==> src/rtl/bmdPkg.sv <==
package bmdPkg;

  typedef enum logic [1:0] {
    SZ_BYTE = 2'd0,
    SZ_HALF = 2'd1,
    SZ_WORD = 2'd2,
    SZ_RSVD = 2'd3
  } accSize_e;

  // state that the control module hands to the address datapath
  typedef struct packed {
    logic remapOn;
    logic boot8;
  } ctrlStrobes_t;

endpackage

==> src/rtl/bmdControl.sv <==
module bmdControl
  import bmdPkg::*;
#(
  parameter int unsigned REG_AW       = 8,
  parameter int unsigned DATA_W       = 32,
  parameter int unsigned REMAP_OFFSET = 0,
  parameter int unsigned REMAP_BIT    = 0
) (
  input  logic              clk,
  input  logic              rstN,
  input  logic              bootPin,
  input  logic              regWrEn,
  input  logic [REG_AW-1:0] regAddr,
  input  logic [DATA_W-1:0] regWrData,
  output ctrlStrobes_t      strobes
);

  localparam logic [REG_AW-1:0] REMAP_ADDR = REG_AW'(REMAP_OFFSET);

  logic remapQ;
  logic boot8Q;
  logic remapHit;

  assign remapHit = regWrEn && (regAddr == REMAP_ADDR) && regWrData[REMAP_BIT];

  // one-way flag: only the reset input clears it
  always_ff @(posedge clk or negedge rstN) begin
    if (!rstN) remapQ <= 1'b0;
    else if (remapHit) remapQ <= 1'b1;
  end

  // boot width follows the pin on every edge while reset is held; the
  // final edge before release decides
  always_ff @(posedge clk) begin
    if (!rstN) boot8Q <= bootPin;
  end

  assign strobes.remapOn = remapQ;
  assign strobes.boot8   = boot8Q;

  assert_remap_set_R3: assert property (@(posedge clk) disable iff (!rstN)
    (regWrEn && regAddr == REMAP_ADDR && regWrData[REMAP_BIT]) |=> remapQ);

  assert_remap_sticky_R4: assert property (@(posedge clk) disable iff (!rstN)
    !$fell(remapQ));

  assert_boot_hold_R1: assert property (@(posedge clk) disable iff (!rstN)
    rstN |=> $stable(boot8Q));

endmodule

==> src/rtl/bmdDecode.sv <==
module bmdDecode
  import bmdPkg::*;
#(
  parameter int unsigned ADDR_W      = 32,
  parameter int unsigned CS_N        = 8,
  parameter int unsigned WIN_LOG2    = 20,
  parameter int unsigned PERIPH_LOG2 = 22,
  parameter logic [31:0] EXT_BASE    = 32'h0100_0000,
  parameter int unsigned LANES       = 4
) (
  input  logic              clk,
  input  logic              rstN,
  input  ctrlStrobes_t      strobes,
  input  logic              accValid,
  input  logic [ADDR_W-1:0] accAddr,
  input  logic [1:0]        accSize,
  output logic [CS_N-1:0]   csSel,
  output logic              sramSel,
  output logic [LANES-1:0]  sramByteEn,
  output logic              periphSel,
  output logic              abort
);

  localparam int unsigned PAGE_W  = ADDR_W - WIN_LOG2;
  localparam int unsigned PTOP_W  = ADDR_W - PERIPH_LOG2;
  localparam int unsigned LANE_W  = $clog2(LANES);
  localparam logic [PAGE_W-1:0] EXT_PAGE = PAGE_W'(EXT_BASE >> WIN_LOG2);

  logic [PAGE_W-1:0] page;
  logic              lowHit;
  logic              periphHit;
  logic [CS_N-1:0]   csWin;
  logic [CS_N-1:0]   csOpen;
  logic [LANES-1:0]  laneMask;

  assign page      = accAddr[ADDR_W-1:WIN_LOG2];
  assign lowHit    = (page == '0);
  assign periphHit = &accAddr[ADDR_W-1:PERIPH_LOG2];

  for (genvar k = 0; k < CS_N; k++) begin : g_cs
    assign csWin[k] = (page == EXT_PAGE + PAGE_W'(k));
    if (k == 0) begin : g_boot
      // boot device: low megabyte before remap, own window always
      assign csOpen[k] = csWin[k];
      assign csSel[k]  = accValid && (csWin[k] || (lowHit && !strobes.remapOn));
    end else begin : g_ext
      assign csOpen[k] = csWin[k] && strobes.remapOn;
      assign csSel[k]  = accValid && csOpen[k];
    end
  end

  assign sramSel   = accValid && lowHit && strobes.remapOn;
  assign periphSel = accValid && periphHit;
  assign abort     = accValid && !lowHit && !periphHit && !(|csOpen);

  always_comb begin
    unique case (accSize_e'(accSize))
      SZ_BYTE: laneMask = LANES'(1) << accAddr[LANE_W-1:0];
      SZ_HALF: laneMask = accAddr[1] ? LANES'(4'b1100) : LANES'(4'b0011);
      SZ_WORD: laneMask = '1;
      default: laneMask = '0;
    endcase
  end

  assign sramByteEn = sramSel ? laneMask : '0;

  assert_one_target_R10: assert property (@(posedge clk) disable iff (!rstN)
    $onehot0({csSel, sramSel, periphSel, abort}));

  assert_closed_cs_R5: assert property (@(posedge clk) disable iff (!rstN)
    !strobes.remapOn |-> (csSel[CS_N-1:1] == '0));

  assert_periph_no_abort_R7: assert property (@(posedge clk) disable iff (!rstN)
    (accValid && (&accAddr[ADDR_W-1:PTOP_W'(0)+PERIPH_LOG2])) |-> !abort);

  assert_idle_quiet_R8: assert property (@(posedge clk) disable iff (!rstN)
    !accValid |-> !(abort || sramSel || periphSel || (|csSel)));

  assert_lanes_gated_R9: assert property (@(posedge clk) disable iff (!rstN)
    !sramSel |-> (sramByteEn == '0));

endmodule

==> src/rtl/bootMapDecoder.sv <==
module bootMapDecoder
  import bmdPkg::*;
#(
  parameter int unsigned ADDR_W       = 32,
  parameter int unsigned DATA_W       = 32,
  parameter int unsigned REG_AW       = 8,
  parameter int unsigned CS_N         = 8,
  parameter int unsigned WIN_LOG2     = 20,
  parameter int unsigned PERIPH_LOG2  = 22,
  parameter logic [31:0] EXT_BASE     = 32'h0100_0000,
  parameter int unsigned REMAP_OFFSET = 0,
  parameter int unsigned REMAP_BIT    = 0,
  parameter int unsigned LANES        = DATA_W / 8
) (
  input  logic              clk,
  input  logic              rstN,
  input  logic              bootPin,
  input  logic              regWrEn,
  input  logic [REG_AW-1:0] regAddr,
  input  logic [DATA_W-1:0] regWrData,
  input  logic              accValid,
  input  logic [ADDR_W-1:0] accAddr,
  input  logic [1:0]        accSize,
  output logic              remapped,
  output logic              boot8Bit,
  output logic [CS_N-1:0]   csSel,
  output logic              sramSel,
  output logic [LANES-1:0]  sramByteEn,
  output logic              periphSel,
  output logic              abort
);

  ctrlStrobes_t strobes;

  bmdControl #(
    .REG_AW(REG_AW), .DATA_W(DATA_W),
    .REMAP_OFFSET(REMAP_OFFSET), .REMAP_BIT(REMAP_BIT)
  ) i_control (
    .clk(clk), .rstN(rstN), .bootPin(bootPin),
    .regWrEn(regWrEn), .regAddr(regAddr), .regWrData(regWrData),
    .strobes(strobes)
  );

  bmdDecode #(
    .ADDR_W(ADDR_W), .CS_N(CS_N), .WIN_LOG2(WIN_LOG2),
    .PERIPH_LOG2(PERIPH_LOG2), .EXT_BASE(EXT_BASE), .LANES(LANES)
  ) i_decode (
    .clk(clk), .rstN(rstN), .strobes(strobes),
    .accValid(accValid), .accAddr(accAddr), .accSize(accSize),
    .csSel(csSel), .sramSel(sramSel), .sramByteEn(sramByteEn),
    .periphSel(periphSel), .abort(abort)
  );

  assign remapped = strobes.remapOn;
  assign boot8Bit = strobes.boot8;

endmodule

==> config.mk <==
export PLATFORM = sky130hd
export DESIGN_NAME = bootMapDecoder
export DESIGN_NICKNAME = d
export VERILOG_FILES = /design/src/rtl/bmdPkg.sv /design/src/rtl/bmdControl.sv /design/src/rtl/bmdDecode.sv /design/src/rtl/bootMapDecoder.sv
export SDC_FILE = /design/constraint.sdc
export NUM_CORES = 1
export LEC_CHECK = 0
export BUFFER_PORTS_ARGS = -buffer_cell sky130_fd_sc_hd__buf_2
export CAP_MARGIN = 20
export CORE_MARGIN = 3
export CORE_UTILIZATION = 20
export DETAILED_ROUTE_END_ITERATION = 10
export MAX_ROUTING_LAYER = met4
export PLACE_DENSITY = 0.88
export REMOVE_ABC_BUFFERS = 1
export SYNTH_ARGS = -nofsm -noshare
export SYNTH_HDL_FRONTEND = slang
export SYNTH_SLANG_ARGS = --single-unit
==> constraint.sdc <==
create_clock -name clk -period 1.15 [get_ports clk]
set_input_delay 0 -clock clk [delete_from_list [all_inputs] [get_ports clk]]
set_output_delay 0 -clock clk [all_outputs]
set_load 0.05 [all_outputs]
[After elaboration in Yosys (flattened, before gate mapping)]
Index checks and enable logic that the tools add are counted.
Word-level totals
  register bits: 2
Operators by class
  eq/ne operators: 10
  shift-type cells: 1
  multiplexer cells: 3
  reductions and logical operators: 34
Operators by type and width (count)
  $eq 12x5->1 const B: 8
  $logic_and 1x1->1: 24
  $logic_not 12->1: 1
  $pmux 4 s3: 1
  $reduce_and 10->1: 1
  $logic_not 8->1: 1
  $mux 4: 2
  $reduce_or 8->1: 1
  $logic_not 1->1: 4
  $shl 1x2->4 const A: 1
  $eq 2x1->1 const B: 1
  $eq 2x2->1 const B: 1
  $logic_not 2->1: 1
  $logic_or 1x1->1: 1

[Depth between registers and ports, before layout]
Gate-level depths: netlist of the first run.
  depth after elaboration: 5
  mapped depth: 3
  mapped depth without buffers: 3

[By module]
A second synthesis of the first run with hierarchy kept.
Unflattened totals
  cell total of the unflattened synthesis: 50
  area, all modules: 405.4 sq um
By module, submodules not included
  bmdDecode: times used 1, cells each 41, area an instance 296.5 sq um
  bmdControl: times used 1, cells each 9, area an instance 108.9 sq um

[Worst setup path before layout of the first run]
Ideal clock, no wire load.
  kind: register -> output
  start: reg i_control.remapQ
  end: out csSel[2]
  arrival: 2.375 ns
  slack: -1.225 ns
  stages on the path, launching flop included: 3
  buffers on the path: 0
  path through: dfrtp_1 > nand3_1 > nor4_1
Between the ends
  cells in the longest elaborated chain, start to end: 2
RTL lines
  from (decl): line bmdControl.sv:20  | logic remapQ;
  from (signal assigned): line bmdControl.sv:28  | if (!rstN) remapQ <= 1'b0;
  from (signal assigned): line bmdControl.sv:29  | else if (remapHit) remapQ <= 1'b1;
  $logic_and 1x1->1: line bmdDecode.sv:47  | assign csOpen[k] = csWin[k] && strobes.remapOn;
  $logic_and 1x1->1: line bmdDecode.sv:48  | assign csSel[k] = accValid && csOpen[k];
  to (decl): line bootMapDecoder.sv:26  | output logic [CS_N-1:0] csSel,
No other way between the ends.

[Final worst setup path of the first run]
  start: reg i_control.remapQ
  end: out sramByteEn[1]
Between the ends
  cells in the longest elaborated chain, start to end: 2
RTL lines
  $logic_and 1x1->1: line bmdDecode.sv:52  | assign sramSel = accValid && lowHit && strobes.remapOn;
  $mux 4: line bmdDecode.sv:65  | assign sramByteEn = sramSel ? laneMask : '0;
  to (decl): line bootMapDecoder.sv:28  | output logic [LANES-1:0] sramByteEn,
No other way between the ends.

==> metrics.cfg, run 1 <==
[critical_path]
worstPathMaxFanout=5
rr_startpoint=i_control.remapQ
ff2ff_path_depth=3
critPathLaunch=i_control.remapQ
r2r_end=i_control.remapQ
start_kind=flop
critPathCaptureType=primary output
crit_required_ps=1150
r2r_setup_slack_ps=150
worstSetupPathType=reg2out
crit_arrival_ps=1470

[drt]
ant_nets=0
wire_per_inst_um=11.9
routed_wl_um=1560
num_vias=609
drc=0
drtIter0Drc=4
vias_per_cell=4.65
first_pass_iters=2

[floorplan]
die_h_um=48.4
io_pins=96
die_area_um2=2350
core.rowCount=14
die_x_um=48.4
core-area_um2=1590
start_util_pct=22.6

[pwr]
total_power_uw=428
power-per-cell-area_nw_per_um2=493
leakagePower_nw=0.380
ir_drop_mv=0.586

[clocking]
cts_sinks=2
numCtsBuffers=3
cts_max_path_buffers=2
clk_pin_slew_ps=30
clock_latency_ps=220
cts_tree=yes
htree_levels=1
root_buffer=clkbuf_4

[sta]
relSlewSlack_pct=77.8
min_period_ps=1470
tightest_slew_ps=330
rsz0062_at_grt=yes
fmax_mhz=678
finalWorstSetupSlack_ps=-324
fin_skew_ps=0
finalSetupViolations=14
period_share_pct=128
hold_viol=0
report.final.slew_viol_count=0

[global_route]
grt_start_max_net_pins=8
globalRouteOverflowTotal=0
grt_pass1_wl_um=2550
grtUsageTotal_pct=14.0
grt_pass1_vias=586
antenna_found_initial=0

[place]
hpwl_um=1270
gp_congestion=0.777
place_inst=124
portBuffers=46

[logic_synthesis]
postSynthAreaPerCell_um2=7.35
syn_inst=49
synth_edf_count=1
yosysMostFrequentCell=nor3_1
netlist_top_cells_count=nor3_1, a21oi_1, inv_1, nor2_1, nor4_1
synth_top_area_share_pct=11.8
ys_ff_latch=2
yosysSeqAreaShare_pct=15.3
yosys.cell_types.count=19
syn-cell-area_um2=360
ys.flop_type=edfxtp_1
yosysWarnings=0
synth_area_leaders=nor4_4, nor3_1, edfxtp_1
ys_async_sr_fraction_pct=50.0
synth_largest_area_cell=nor4_4

[flow_run]
maxCapViolations=0

[finish]
area_growth_pct=141
stdcell_count=131
drive_above_1_share_pct=69.2
antenna_cells=0
nets=187

[run_status]
violations=setup timing
status=complete, but fails checks

[min_path]
hold_start=regWrEn
holdPathStages=2
hold-path-endpoint=i_control.remapQ
hold_path.class=in2reg

-- per-layer routing --
layer	global-route usage, %	vias to the layer above	part of all wire (%)	routed length, um
li1	-	307	-	-
met1	16.9	265	43	667
met2	22.7	37	47	733
met3	4.91	0	10	158
met4	2.84	0	0	0
met5	-	-	0	0
-- report_power, final --
part           switching (mW)  internal (mW)
Clock                  0.0481          0.129
Sequential            0.00245         0.0807
Combinational          0.0954         0.0717
-- cell families (layout without fill, tap and decap cells) --
group / count (synthesis) / in the layout / synth area share [%]
AO/OA/AOI/OAI: 9 / 9 / 19.8
buffers and inverters: 5 / 63 / 5.21
flip-flops: 2 / 2 / 15.3
AND/OR/NAND/NOR: 33 / 33 / 59.7
-- repair_timing --
item | CTS | global route
hold endpoints to repair | 2 | 0
resized for setup | 38 | 6
pin swaps | 8 | 3
buffers inserted | 2 | 0
endpoints found under the setup margin | 14 | 15
hold buffers | 2 | 0
-- critical path, stage by stage (launching register included) --
cell and delay (ps):
dfrtp_1 390, nand2_1 90, a2111o_1 380, nor3_2 210, buf_6 180
-- cells in the final DEF (no fill, tap or decap), drive strengths merged --
cell type	synthesis	layout
or3	2	2
nand2b	1	1
o211a	1	1
nor4	6	6
nor2	5	5
clkbuf	0	4
edfxtp	1	1
nand4	3	3
a2111o	1	1
inv	5	5
dlygate4sd3	0	2
dfrtp	1	1
a2111oi	1	1
a41o	1	1
nand2	3	3
buf	0	52
nand3	3	3
or2	2	2
a21oi	5	5
nor3	8	8
-- metrics by stage --
stage               hold WS, ps  instance area [um2]  setup slack [ps]  util (%)  TNS, ps
floorplan                  -296                  360             -1220         -   -12780
global placement           -211                  658              -168      41.3    -1080
detailed placement         -210                  658              -207      41.3    -1510
CTS                        36.0                  846              -302      53.1    -2660
global route               65.3                  867              -408      54.4    -3950
finish                     38.7                  867              -324      54.4    -2610
-- how the worst max path moves through the flow --
stage | end | slack [ps] | depth (start not counted)
after global placement | sramByteEn[0] | -170 | 4
after global routing | sramByteEn[1] | -410 | 4
after CTS | sramByteEn[1] | -300 | 4
final | sramByteEn[1] | -320 | 4
after detailed placement | sramByteEn[3] | -210 | 4
after floorplan | csSel[2] | -1220 | 2
-- state kept, by name (all words and copies together), names as in the netlist --
register	flops
i_control.boot8Q	1
i_control.remapQ	1
-- area by class of cell --
cell class                 count  area [um2]
sequential                     2        55.1
clock buffer                   4        26.3
inverter                       5        18.8
fill                         147         727
timing repair buffer          54         374
tap                           24        30.0
multi-input combinational     42         363
(Power assumes the default switching activity.)
==> run 2: changes to the inputs <==
SETUP_SLACK_MARGIN = 0.4   (was unset)
==> run 2 against run 1 <==
The flow still finishes with violations (setup timing). Critical path type unchanged. Cell area up 11%. Die area is the same. Wire length rose by 8.5%. Highest routed layer unchanged. Clock power barely moved. Total power rose by 7.5%. Via count increased by 3.4%. Sequential power rose by 0.8%. Clock-buffer cell count stayed put. Register-to-register slack lost 30 ps. Flip-flop and latch count unchanged. Global-route usage increased by 1.2 points. Fmax decreased by 0.30%.
==> metrics.cfg, run 2 (synthesized netlist as in run 1, its figures left out) <==
[run_status]
status=complete, but fails checks
violations=setup timing

[finish]
antenna_cells=0
area_growth_pct=167
multi_input_area_um2=375
stdcell_count=132
reg.largest.list=i_control.boot8Q (1), i_control.remapQ (1)
final_cell_mix=buf_2, buf_6, buf_4
final_design_area_no_fill_um2=961
fill_cells=145
nets=188
ff_latch_area_um2=55.1
drive_above_1_share_pct=71.3
final_common_cell=buf_2

[clocking]
cts_sinks=2
numCtsBuffers=3
htree_levels=1
clock_latency_ps=230
cts_max_path_buffers=2
clk_pin_slew_ps=40
cts_tree=yes
root_buffer=clkbuf_4

[sta]
finalSetupViolations=14
tightest_slew_ps=332
report.final.slew_viol_count=0
hold_viol=0
period_share_pct=129
min_period_ps=1480
relSlewSlack_pct=77.7
fmax_mhz=676
finalWorstSetupSlack_ps=-329
fin_skew_ps=0
rsz0062_at_grt=yes

[critical_path]
worstPathMaxFanout=5
worst-path-stages=4
cpPeakStageDelay_ps=390
crit_chain=nand2_1 -> a2111o_1 -> nor3_2 -> buf_6
start_kind=flop
ff2ff_path_depth=3
crit_required_ps=1150
crit_arrival_ps=1480
slowest_stage=dfrtp_1
crit_buf_inv=1
r2r_setup_slack_ps=120
crit_family=flip-flops
critPathCaptureType=primary output
worstSetupPathType=reg2out

[place]
hpwl_um=1270
place_inst=124
gp_congestion=0.777
place_area_um2=658
portBuffers=46

[global_route]
antenna_found_initial=0
grtUsageTotal_pct=15.2
grt_pass1_wl_um=2730
grt_start_max_net_pins=8
grt_pass1_vias=626
globalRouteOverflowTotal=0

[floorplan]
core-area_um2=1590
core.rowCount=14
die_area_um2=2350
io_pins=96
start_util_pct=22.6
die_x_um=48.4
die_h_um=48.4

[flow_run]
maxCapViolations=0

[pwr]
combPwrFrac_pct=42.7
sw_frac_of_total_pct=33.1
p_int_uw=307
leakagePower_nw=0.409
p_seq_share_pct=18.3
p_sw_uw=152
ir_drop_mv=0.626
clkPwrFrac_pct=39.1
power-per-cell-area_nw_per_um2=478

[drt]
drc=0
first_pass_iters=2
num_vias=630
vias_per_cell=4.77
drtIter0Drc=1
wire_per_inst_um=12.8
routed_wl_um=1690
ant_nets=0

[min_path]
holdPathStages=2
hold_path.class=in2reg

## run 2: cell count changes in the layout (fill, tap and decap cells not counted)
cell	delta
buf_6	+7
nor2_1	-1
buf_2	-10
or3_1	-1
buf_4	+1
or3_4	+1
nor2_4	+1
buf_8	+3
## run 2: what timing repair did
action	in CTS	in global routing
endpoints found under the hold margin	2	0
hold buffers	2	0
setup endpoints to repair	18	18
resized for setup	59	7
pin swaps	11	4
gates cloned	0	0
buffers inserted	2	0
## run 2: path summary, 6_finish.rpt
kind | startpoint | endpoint
max reg2reg | i_control.remapQ | i_control.remapQ
min reg2reg | i_control.remapQ | i_control.remapQ
min in group asynchronous | rstN | i_control.remapQ
max | i_control.remapQ | sramByteEn[1]
min | rstN | i_control.boot8Q
max in group asynchronous | rstN | i_control.remapQ
## run 2: cell type report
cell class,instances,share of cell area [%]
tap,24,3.12
multi-input combinational,42,39.1
sequential,2,5.73
clock buffer,4,2.73
timing repair buffer,55,47.4
inverter,5,1.95
## run 2: metrics by stage
stage	power, mW	worst slack, ps	util (%)	setup TNS (ps)	hold slack (ps)
floorplan	0.139	-1220	-	-12780	-296
global placement	0.228	-168	41.3	-1080	-211
detailed placement	0.232	-207	41.3	-1510	-210
CTS	0.462	-302	58.4	-2670	36.0
global route	0.493	-409	60.3	-4010	40.8
finish	0.460	-329	60.3	-2800	41.1
## run 2: worst reg2reg max path, cell delays in order (launching register included)
cell and delay, ps:
dfrtp_1 400, buf_4 160, buf_4 130, a41o_1 210
## run 2: layer usage
metal | vias to the layer above | track usage, % | routed length (um)
li1 | 311 | - | -
met1 | 282 | 17.4 | 675
met2 | 37 | 26.8 | 876
met3 | 0 | 3.99 | 142
met4 | 0 | 2.84 | 0
met5 | - | - | 0
## run 2: power groups by stage
| stage | registers, mW | logic, mW | clock network [mW] |
|---|---|---|---|
| 2_1_floorplan | 0.101 | 0.0379 | 0 |
| 3_3_place_gp | 0.0844 | 0.144 | 0 |
| 3_5_place_dp | 0.0845 | 0.147 | 0 |
| 4_1_cts | 0.0839 | 0.193 | 0.185 |
| 5_1_grt | 0.0842 | 0.211 | 0.198 |
| 6_report | 0.0839 | 0.196 | 0.180 |
